### src/rtl/atten_ser_pkg.sv
package atten_ser_pkg;
  typedef enum logic [2:0] {
    PH_IDLE,
    PH_SETUP,
    PH_HIGH,
    PH_HOLD,
    PH_LEWAIT,
    PH_LATCH
  } phase_e;

  function automatic int unsigned umax(input int unsigned a, input int unsigned b);
    return (a > b) ? a : b;
  endfunction
endpackage

### src/rtl/atten_req_hold.sv
module atten_req_hold #(
  parameter int unsigned VAL_W = 5
) (
  input  logic             clk,
  input  logic             rst_n,
  input  logic             start_i,
  input  logic [VAL_W-1:0] value_i,
  input  logic             accept_i,
  output logic             pend_o,
  output logic [VAL_W-1:0] value_o
);
  logic             pend_q, pend_d;
  logic [VAL_W-1:0] val_q, val_d;

  always_comb begin
    pend_d = pend_q;
    val_d  = val_q;
    if (accept_i) pend_d = 1'b0;
    if (start_i) begin
      pend_d = 1'b1;
      val_d  = value_i;
    end
  end

  always_ff @(posedge clk or negedge rst_n) begin
    if (!rst_n) begin
      pend_q <= 1'b0;
      val_q  <= '0;
    end else begin
      pend_q <= pend_d;
      if (start_i) val_q <= val_d;
    end
  end

  assign pend_o  = pend_q;
  assign value_o = val_q;

  assert_start_kept_R6: assert property (@(posedge clk) disable iff (!rst_n)
    start_i |=> (pend_o && value_o == $past(value_i)));
endmodule

### src/rtl/atten_gap_timer.sv
module atten_gap_timer #(
  parameter int unsigned GAP_CYC = 8000
) (
  input  logic clk,
  input  logic rst_n,
  input  logic load_i,
  output logic ready_o
);
  localparam int unsigned CW = $clog2(GAP_CYC + 1);

  logic [CW-1:0] cnt_q, cnt_d;
  logic          cnt_en;

  assign cnt_en = load_i || (cnt_q != '0);

  always_comb begin
    if (load_i) cnt_d = CW'(GAP_CYC - 1);
    else        cnt_d = cnt_q - CW'(1);
  end

  always_ff @(posedge clk or negedge rst_n) begin
    if (!rst_n)      cnt_q <= '0;
    else if (cnt_en) cnt_q <= cnt_d;
  end

  assign ready_o = (cnt_q == '0);

  assert_no_early_load_R5: assert property (@(posedge clk) disable iff (!rst_n)
    load_i |=> !ready_o || (GAP_CYC <= 1));
endmodule

### src/rtl/atten_frame_shifter.sv
module atten_frame_shifter
  import atten_ser_pkg::*;
#(
  parameter int unsigned VAL_W     = 5,
  parameter int unsigned HI_CYC    = 6,
  parameter int unsigned LOWB_CYC  = 4,
  parameter int unsigned HOLD_CYC  = 2,
  parameter int unsigned LESU_CYC  = 2,
  parameter int unsigned LEW_CYC   = 6
) (
  input  logic             clk,
  input  logic             rst_n,
  input  logic             go_i,
  input  logic [VAL_W-1:0] value_i,
  output logic             ser_clk_o,
  output logic             ser_data_o,
  output logic             latch_o,
  output logic             busy_o,
  output logic             done_o
);
  localparam int unsigned FW     = VAL_W + 1;
  localparam int unsigned BW     = $clog2(FW);
  localparam int unsigned MAXLEN = umax(umax(umax(HI_CYC, LOWB_CYC), umax(HOLD_CYC, LESU_CYC)), LEW_CYC);
  localparam int unsigned CW     = $clog2(MAXLEN + 1);

  phase_e        ph_q, ph_d;
  logic [CW-1:0] cnt_q, cnt_d;
  logic [BW-1:0] bidx_q, bidx_d;
  logic [FW-1:0] frm_q, frm_d;
  logic          adv;
  logic          sclk_q, sdat_q, le_q, done_q;
  logic          shifting_d;

  assign adv = (ph_q != PH_IDLE) || go_i;

  always_comb begin
    ph_d   = ph_q;
    cnt_d  = cnt_q - CW'(1);
    bidx_d = bidx_q;
    frm_d  = frm_q;
    unique case (ph_q)
      PH_IDLE: begin
        cnt_d = cnt_q;
        if (go_i) begin
          frm_d  = {1'b0, value_i};
          bidx_d = BW'(FW - 1);
          ph_d   = PH_SETUP;
          cnt_d  = CW'(LOWB_CYC - 1);
        end
      end
      PH_SETUP: if (cnt_q == '0) begin
        ph_d  = PH_HIGH;
        cnt_d = CW'(HI_CYC - 1);
      end
      PH_HIGH: if (cnt_q == '0) begin
        ph_d  = PH_HOLD;
        cnt_d = CW'(HOLD_CYC - 1);
      end
      PH_HOLD: if (cnt_q == '0) begin
        if (bidx_q == '0) begin
          ph_d  = PH_LEWAIT;
          cnt_d = CW'(LESU_CYC - 1);
        end else begin
          ph_d   = PH_SETUP;
          bidx_d = bidx_q - BW'(1);
          cnt_d  = CW'(LOWB_CYC - 1);
        end
      end
      PH_LEWAIT: if (cnt_q == '0) begin
        ph_d  = PH_LATCH;
        cnt_d = CW'(LEW_CYC - 1);
      end
      PH_LATCH: if (cnt_q == '0) begin
        ph_d  = PH_IDLE;
        cnt_d = '0;
      end
      default: ph_d = PH_IDLE;
    endcase
  end

  assign shifting_d = (ph_d == PH_SETUP) || (ph_d == PH_HIGH) || (ph_d == PH_HOLD);

  always_ff @(posedge clk or negedge rst_n) begin
    if (!rst_n) begin
      ph_q   <= PH_IDLE;
      cnt_q  <= '0;
      bidx_q <= '0;
      frm_q  <= '0;
      sclk_q <= 1'b0;
      sdat_q <= 1'b0;
      le_q   <= 1'b0;
      done_q <= 1'b0;
    end else begin
      if (adv) begin
        ph_q   <= ph_d;
        cnt_q  <= cnt_d;
        bidx_q <= bidx_d;
        frm_q  <= frm_d;
      end
      sclk_q <= (ph_d == PH_HIGH);
      sdat_q <= shifting_d ? frm_d[bidx_d] : 1'b0;
      le_q   <= (ph_d == PH_LATCH);
      done_q <= (ph_q == PH_LATCH) && (ph_d != PH_LATCH);
    end
  end

  assign ser_clk_o  = sclk_q;
  assign ser_data_o = sdat_q;
  assign latch_o    = le_q;
  assign done_o     = done_q;
  assign busy_o     = (ph_q != PH_IDLE);

  assert_data_still_while_high_R3: assert property (@(posedge clk) disable iff (!rst_n)
    (ser_clk_o && $past(ser_clk_o)) |-> $stable(ser_data_o));
  assert_latch_clock_apart_R4: assert property (@(posedge clk) disable iff (!rst_n)
    latch_o |-> !ser_clk_o);
  assert_done_after_latch_R7: assert property (@(posedge clk) disable iff (!rst_n)
    done_o |-> ($past(latch_o) && !latch_o && !busy_o));
  assert_done_single_R7: assert property (@(posedge clk) disable iff (!rst_n)
    done_o |=> !done_o);
  assert_busy_in_latch_R7: assert property (@(posedge clk) disable iff (!rst_n)
    latch_o |-> busy_o);
endmodule

### src/rtl/atten_serial_master.sv
module atten_serial_master
  import atten_ser_pkg::*;
#(
  parameter int unsigned VAL_W        = 5,
  parameter int unsigned CLK_HI_CYC   = 6,
  parameter int unsigned CLK_LO_CYC   = 6,
  parameter int unsigned SETUP_CYC    = 2,
  parameter int unsigned HOLD_CYC     = 2,
  parameter int unsigned LE_SETUP_CYC = 2,
  parameter int unsigned LE_WIDTH_CYC = 6,
  parameter int unsigned MIN_GAP_CYC  = 8000
) (
  input  logic             clk,
  input  logic             rst_n,
  input  logic             start_i,
  input  logic [VAL_W-1:0] value_i,
  output logic             ser_data_o,
  output logic             ser_clk_o,
  output logic             latch_o,
  output logic             busy_o,
  output logic             done_o
);
  localparam int unsigned LOW_REST = (CLK_LO_CYC > HOLD_CYC) ? (CLK_LO_CYC - HOLD_CYC) : 1;
  localparam int unsigned LOWB_CYC = umax(SETUP_CYC, LOW_REST);

  logic             rs1_q, rs2_q, rst_int_n;
  logic             pend, ready, accept, busy;
  logic [VAL_W-1:0] pend_val;

  always_ff @(posedge clk or negedge rst_n) begin
    if (!rst_n) begin
      rs1_q <= 1'b0;
      rs2_q <= 1'b0;
    end else begin
      rs1_q <= 1'b1;
      rs2_q <= rs1_q;
    end
  end
  assign rst_int_n = rs2_q;

  assign accept = pend && ready && !busy;

  atten_req_hold #(.VAL_W(VAL_W)) i_hold (
    .clk(clk), .rst_n(rst_int_n), .start_i(start_i), .value_i(value_i),
    .accept_i(accept), .pend_o(pend), .value_o(pend_val)
  );

  atten_gap_timer #(.GAP_CYC(MIN_GAP_CYC)) i_gap (
    .clk(clk), .rst_n(rst_int_n), .load_i(accept), .ready_o(ready)
  );

  atten_frame_shifter #(
    .VAL_W(VAL_W), .HI_CYC(CLK_HI_CYC), .LOWB_CYC(LOWB_CYC),
    .HOLD_CYC(HOLD_CYC), .LESU_CYC(LE_SETUP_CYC), .LEW_CYC(LE_WIDTH_CYC)
  ) i_shift (
    .clk(clk), .rst_n(rst_int_n), .go_i(accept), .value_i(pend_val),
    .ser_clk_o(ser_clk_o), .ser_data_o(ser_data_o), .latch_o(latch_o),
    .busy_o(busy), .done_o(done_o)
  );

  assign busy_o = busy;

  assert_idle_quiet_R8: assert property (@(posedge clk) disable iff (!rst_int_n)
    !busy_o |-> (!ser_clk_o && !latch_o && !ser_data_o));
endmodule

### config.mk
export PLATFORM = sky130hd
export DESIGN_NAME = atten_serial_master
export DESIGN_NICKNAME = d
export VERILOG_FILES = /design/src/rtl/atten_ser_pkg.sv /design/src/rtl/atten_req_hold.sv /design/src/rtl/atten_gap_timer.sv /design/src/rtl/atten_frame_shifter.sv /design/src/rtl/atten_serial_master.sv
export SDC_FILE = /design/constraint.sdc
export NUM_CORES = 1
export LEC_CHECK = 0
export BUFFER_PORTS_ARGS = -buffer_cell sky130_fd_sc_hd__buf_2
export CAP_MARGIN = 25
export CORE_ASPECT_RATIO = 2
export CORE_UTILIZATION = 39
export DETAILED_ROUTE_END_ITERATION = 10
export GPL_TIMING_DRIVEN = 0
export PLACE_DENSITY = 0.65
export SKIP_CTS_REPAIR_TIMING = 1
export SLEW_MARGIN = 20
export SYNTH_ARGS = -nofsm -noshare
export SYNTH_HDL_FRONTEND = slang
export SYNTH_HIERARCHICAL = 1
export SYNTH_SLANG_ARGS = --single-unit
export TNS_END_PERCENT = 10
### constraint.sdc
create_clock -name clk -period 1.3 [get_ports clk]
set_input_delay 0.195 -clock clk [delete_from_list [all_inputs] [get_ports clk]]
set_output_delay 0.195 -clock clk [all_outputs]
set_load 0.01 [all_outputs]
# [After elaboration in Yosys (flattened, before gate mapping)]
# Cells that the tools add are included.
[totals] register_bits=40 input_bits=8 out_inout_bits=5 word_cells=72
[classes] addsub=3 magnitude_cmp=1 eq_ne=11 muxes=27 n_reduce_logical=17
[op_table] op="$mux 3" count=15
[op_table] op="$pmux 3 s6" count=1
[op_table] op="$pmux 3 s5" count=1
[op_table] op="$logic_not 13->1" count=1
[op_table] op="$mux 13" count=1
[op_table] op="$reduce_bool 13->1" count=1
[op_table] op="$sub 13x1->13 const B" count=1
[op_table] op="$eq 3x2->1 const B" count=4
[op_table] op="$mux 6" count=2
[op_table] op="$eq 3x3->1 const B" count=3
[op_table] op="$logic_not 3->1" count=3
[op_table] op="$eq 3x1->1 const B" count=2
[op_table] op="$pmux 3 s2" count=1
[op_table] op="$sub 3x1->3 const B" count=2
[op_table] op="$logic_or 1x1->1" count=4
[op_table] op="$lt 3x4->1 const B" count=1
[op_table] op="$mux 1" count=4
[op_table] op="$bmux 1 s3" count=1
[op_table] op="$logic_and 1x1->1" count=3
[op_table] op="$ne 3x3->1 const B" count=1
[op_table] op="$reduce_bool 3->1" count=1
[op_table] op="$mux 2" count=1
[op_table] op="$ne 2x1->1 const B" count=1
[op_table] op="$reduce_and 2->1" count=1
[op_table] op="other kinds (3)" count=3

# [Logic depth before layout (Yosys ltp)]
[logic_depth] word_depth=9 ltp_mapped=12 ltp_nobuf=11

# [Modules after synthesis]
# Netlist, hierarchy kept.
[modules_own_cells] mod="atten_frame_shifter" instances=1 cells_per_inst=135 area_each_um2=1213.7 seq_area_each_um2=475.5
[modules_own_cells] mod="atten_gap_timer" instances=1 cells_per_inst=76 area_each_um2=732.0 seq_area_each_um2=325.3
[modules_own_cells] mod="atten_req_hold" instances=1 cells_per_inst=14 area_each_um2=249.0 seq_area_each_um2=150.1
[modules_own_cells] mod="atten_serial_master" instances=1 cells_per_inst=4 area_each_um2=62.6 seq_area_each_um2=50.0

# [Worst setup path before layout]
# OpenSTA, ideal clock, no wires.
[synth_path] path_kind="reg-to-reg" start="register i_gap.cnt_q[9]" end="register i_shift.sdat_q, in the netlist i_shift/ser_data_o" setup_ns=0.132 arrival_ns=2.637 slack_ns=-1.470 stages_incl_launch_ff=11 path_buffers=1 cell_sequence="dfrtp_1 or3_1 nor2_1 and3_1 and3b_1 nor4b_2 buf_2 mux2i_1 mux2i_1 a221oi_2 o22ai_1"
[synth_between] elab_chain_cells=9
[synth_lines] element="from (decl)" line="atten_gap_timer.sv:11" rtl="logic [CW-1:0] cnt_q, cnt_d;"
[synth_lines] element="from (signal assigned)" line="atten_gap_timer.sv:23" rtl="else if (cnt_en) cnt_q <= cnt_d;"
[synth_lines] element="$logic_not 13->1 (*)" line="atten_gap_timer.sv:26" rtl="assign ready_o = (cnt_q == '0);"
[synth_lines] element="net ready" line="atten_serial_master.sv:27" rtl="logic pend, ready, accept, busy;"
[synth_lines] element="$logic_and 1x1->1 (*) (2 in a row)" line="atten_serial_master.sv:41" rtl="assign accept = pend && ready && !busy;"
[synth_lines] element="net accept" line="atten_serial_master.sv:27"
[synth_lines] element="parallel branches: the longest is 5 deep, another holds $mux 3"
[synth_lines] element="$mux 1 (*)" line="atten_frame_shifter.sv:101" rtl="sdat_q <= shifting_d ? frm_d[bidx_d] : 1'b0;"
[synth_lines] element="to (signal assigned)" line="atten_frame_shifter.sv:101"
[synth_lines] element="to (decl)" line="atten_frame_shifter.sv:31" rtl="logic sclk_q, sdat_q, le_q, done_q;"
# Mark *: on every way through the listed nets, which the timed path passes. The select of a mux whose other input is x is not followed.
# A chain may end at the register's enable or synchronous reset.

# [Final worst setup path]
[layout_path] start="register i_gap.cnt_q[10]" end="register i_shift.sdat_q, in the netlist i_shift/ser_data_o"
# The elaborated chain is that of the path after synthesis.

==> impl_metrics.ini <==
[flow_run]
maxCapViolations = 0

[grt]
track_usage_pct = 17.1
antenna_found_initial = 0
grt-ovfl-total = 0
first_global_vias = 1794
grt_pass1_wl_um = 8090
grt_max_degree = 32

[place]
place_congestion = 0.802
dpl.hpwl_um = 3630
io_buffers = 11
dp_slack_ps = -1620

[clock_network]
cts_tree = done
path_clk_slew_ps = 80
clock_sinks = 40
numCtsBuffers = 5
clk_latency_ps = 290
cts_root_buf = clkbuf_8
clockBufferDepth = 2
htree_num_levels = 2

[pwr]
power.leakage_nw = 1.20
power_density_mw_per_mm2 = 790
ir_drop_mv = 0.717
internal_power_mw = 1.73
comb_power_share_pct = 3.3
power.share.clock_pct = 38.9
seq_power_share_pct = 57.8
p_switching_mw = 0.478
power_mw = 2.21
swShare_pct = 21.6

[routing]
dr.pass1.iters = 4
via_per_inst = 5.72
routed_wl_um = 5200
drc_errors = 0
vias = 1859
drt_iter0_drc = 48
final_antenna_net_count = 0
wire_per_inst_um = 16.0

[layout]
utilization_pct = 50.8
num_antenna_cells = 0
fin_nets = 278
syn2layout_area_growth_pct = 24.1
drive_gt1_share_pct = 31.3

[sta]
rsz0062_at_grt = yes
fin_crit_ps = 2670
fmax_mhz = 374
setup_ws_ps = -1370
tightestPinTransition_ps = 598
finalSetupViolations = 32
hold_viol_final = 0
timing.hold.ws_ps = 110
period_share_pct = 206
maxSlewHeadroom_pct = 59.8
slew_viol_final = 0
fin_skew_ps = 7.45
setup_tns_ps = -24730

[worst_setup_path]
cp_top_family = simple AND/OR/NAND/NOR gates
crit_required_ps = 1470
r2r_cells = 9
path_class = flip-flop to flip-flop
cpPeakStageDelay_ps = 550
r2r-end = i_shift/ser_data_o
r2r_setup_slack_ps = -1370
crit_arrival_ps = 2840
critPathSlowestCell = or4b_4
cp.buffers_inverters = 0
path_cells = or3_4 > nor2_4 > and3_1 > and3b_2 > or4b_4 > mux2_4 > nand4_1 > a31o_1 > o22ai_1
worstReg2RegStart = i_gap/cnt_q[10]
path_depth = 9
crit_fanout = 6
crit_path_end_kind = flip-flop
startpoint_type = flip-flop

[floorplan]
core_mm2 = 0.00552
chipWidth_um = 55.8
start_util_pct = 40.9
die_h_um = 110
dieArea_mm2 = 0.00611
rows = 38
ios = 13

[logic_synthesis]
synth_ff_type = dfrtp_1
syn_area_mm2 = 0.00226
async_flop_share_pct = 100
ys_seq_area_share_pct = 44.3
avgSynthCellArea_um2 = 9.86
syn-num-nets = 243
ys_ff_latch = 40
yosys_warnings = 6
synth_edf_count = 0
ys_types = 55
syn_inst = 229

[status]
status = finished with violations
violations = negative setup slack

[min_path]
min_path_type = flip-flop to asynchronous set/reset pin
## final cells by class
| cell class | instances | area [µm²] |
|---|---|---|
| fill | 513 | 2720 |
| clock buffer | 7 | 86.3 |
| buffer | 9 | 71.3 |
| inverter | 18 | 76.3 |
| clock inverter | 1 | 7.51 |
| multi-input combinational | 160 | 1250 |
| sequential | 40 | 1000 |
| timing repair buffer | 30 | 224 |
| tap | 60 | 75.1 |
## per-layer routing
metal / GRT usage [%] / vias to the layer above / part of all wire (%)
met2: 34.1 / 31 / 58
met4: 8.75 / 0 / 2.7
met1: 16.7 / 925 / 37
li1: - / 891 / -
met5: 0 / - / 0
met3: 2.35 / 12 / 1.7
## registers in the layout, indices dropped and copies added (netlist names), 3 cells and up
name            count
i_gap/cnt_q        13
i_shift/frm_q       6
i_hold/value_o      5
i_shift/bidx_q      3
i_shift/cnt_q       3
i_shift/ph_q        3
## power by group through the flow
stage,clock network [mW],logic (mW),registers (mW)
CTS,0.898,0.0725,1.28
global route,0.941,0.0818,1.28
finish,0.861,0.0720,1.28
floorplan,0,0.0330,1.31
global placement,0,0.0449,1.32
detailed placement,0,0.0723,1.30
## synth_stat cells (2+ instances only)
| library cell | count | area [µm²] |
|---|---|---|
| nand3_1 | 10 | 50.1 |
| inv_1 | 18 | 67.6 |
| dfrtp_1 | 40 | 1000 |
| mux2i_1 | 2 | 20.0 |
| buf_4 | 2 | 15.0 |
| nor2_1 | 15 | 56.3 |
| nand2b_1 | 8 | 50.1 |
| o21ai_0 | 13 | 65.1 |
| nor4_1 | 3 | 18.8 |
| nor3_1 | 6 | 30.0 |
| a22oi_1 | 2 | 15.0 |
| nand2_1 | 12 | 45.0 |
| and3b_1 | 2 | 17.5 |
| a21oi_1 | 11 | 55.1 |
| a211oi_1 | 3 | 22.5 |
| or4_1 | 5 | 37.5 |
| buf_6 | 3 | 33.8 |
| xnor2_1 | 3 | 26.3 |
| and3_1 | 6 | 37.5 |
| o31ai_1 | 6 | 45.0 |
| ha_1 | 6 | 75.1 |
| clkbuf_1 | 5 | 18.8 |
| mux2_4 | 5 | 75.1 |
| nand4_1 | 5 | 31.3 |
| a31oi_1 | 3 | 18.8 |
| nor2b_1 | 6 | 37.5 |
## worst max-delay path by stage
stage                          from            endpoint
finish              i_gap/cnt_q[10]  i_shift/ser_data_o
floorplan           i_gap/cnt_q[10]  i_shift/ser_data_o
detailed placement   i_gap/cnt_q[1]  i_shift/ser_data_o
global route        i_gap/cnt_q[10]  i_shift/ser_data_o
global placement     i_gap/cnt_q[1]  i_shift/ser_data_o
CTS                  i_gap/cnt_q[1]  i_shift/ser_data_o
## per-stage QoR
stage / area, µm² / cells
6_report: 2800 / 325
5_1_grt: 2800 / 325
4_1_cts: 2540 / 309
3_5_place_dp: 2440 / 301
3_3_place_gp: 2420 / 300
2_1_floorplan: 2290 / 229
## kinds of logic (layout without fill, tap and decap cells)
group / Yosys count / in the layout / share of synthesized area [%]
adder cells (fa/ha/maj): 6 / 6 / 3.33
XOR/XNOR: 4 / 4 / 1.55
multiplexers: 9 / 9 / 5.21
buffers and inverters: 29 / 65 / 6.21
AO/OA/AOI/OAI: 54 / 54 / 17.0
flip-flops: 40 / 40 / 44.3
other: 1 / 1 / 0.166
AND/OR/NAND/NOR: 86 / 86 / 22.2
## placed cells by master, fill, tap and decap left out, types with 3 or more instances in the layout
master / instances
dfrtp_1: 37
buf_4: 16
inv_1: 14
nor2_1: 13
nand2_1: 12
buf_2: 12
o21ai_0: 11
nand3_1: 10
a21oi_1: 10
nand2b_1: 7
mux2_4: 7
clkbuf_8: 6
o31ai_1: 6
and3_1: 5
nor3_1: 5
nor2b_1: 5
nand4_1: 5
or4_1: 5
buf_6: 5
ha_1: 4
nor4_1: 3
a211oi_1: 3
dfrtp_2: 3
No activity file was read; power rests on OpenSTA's default activity.
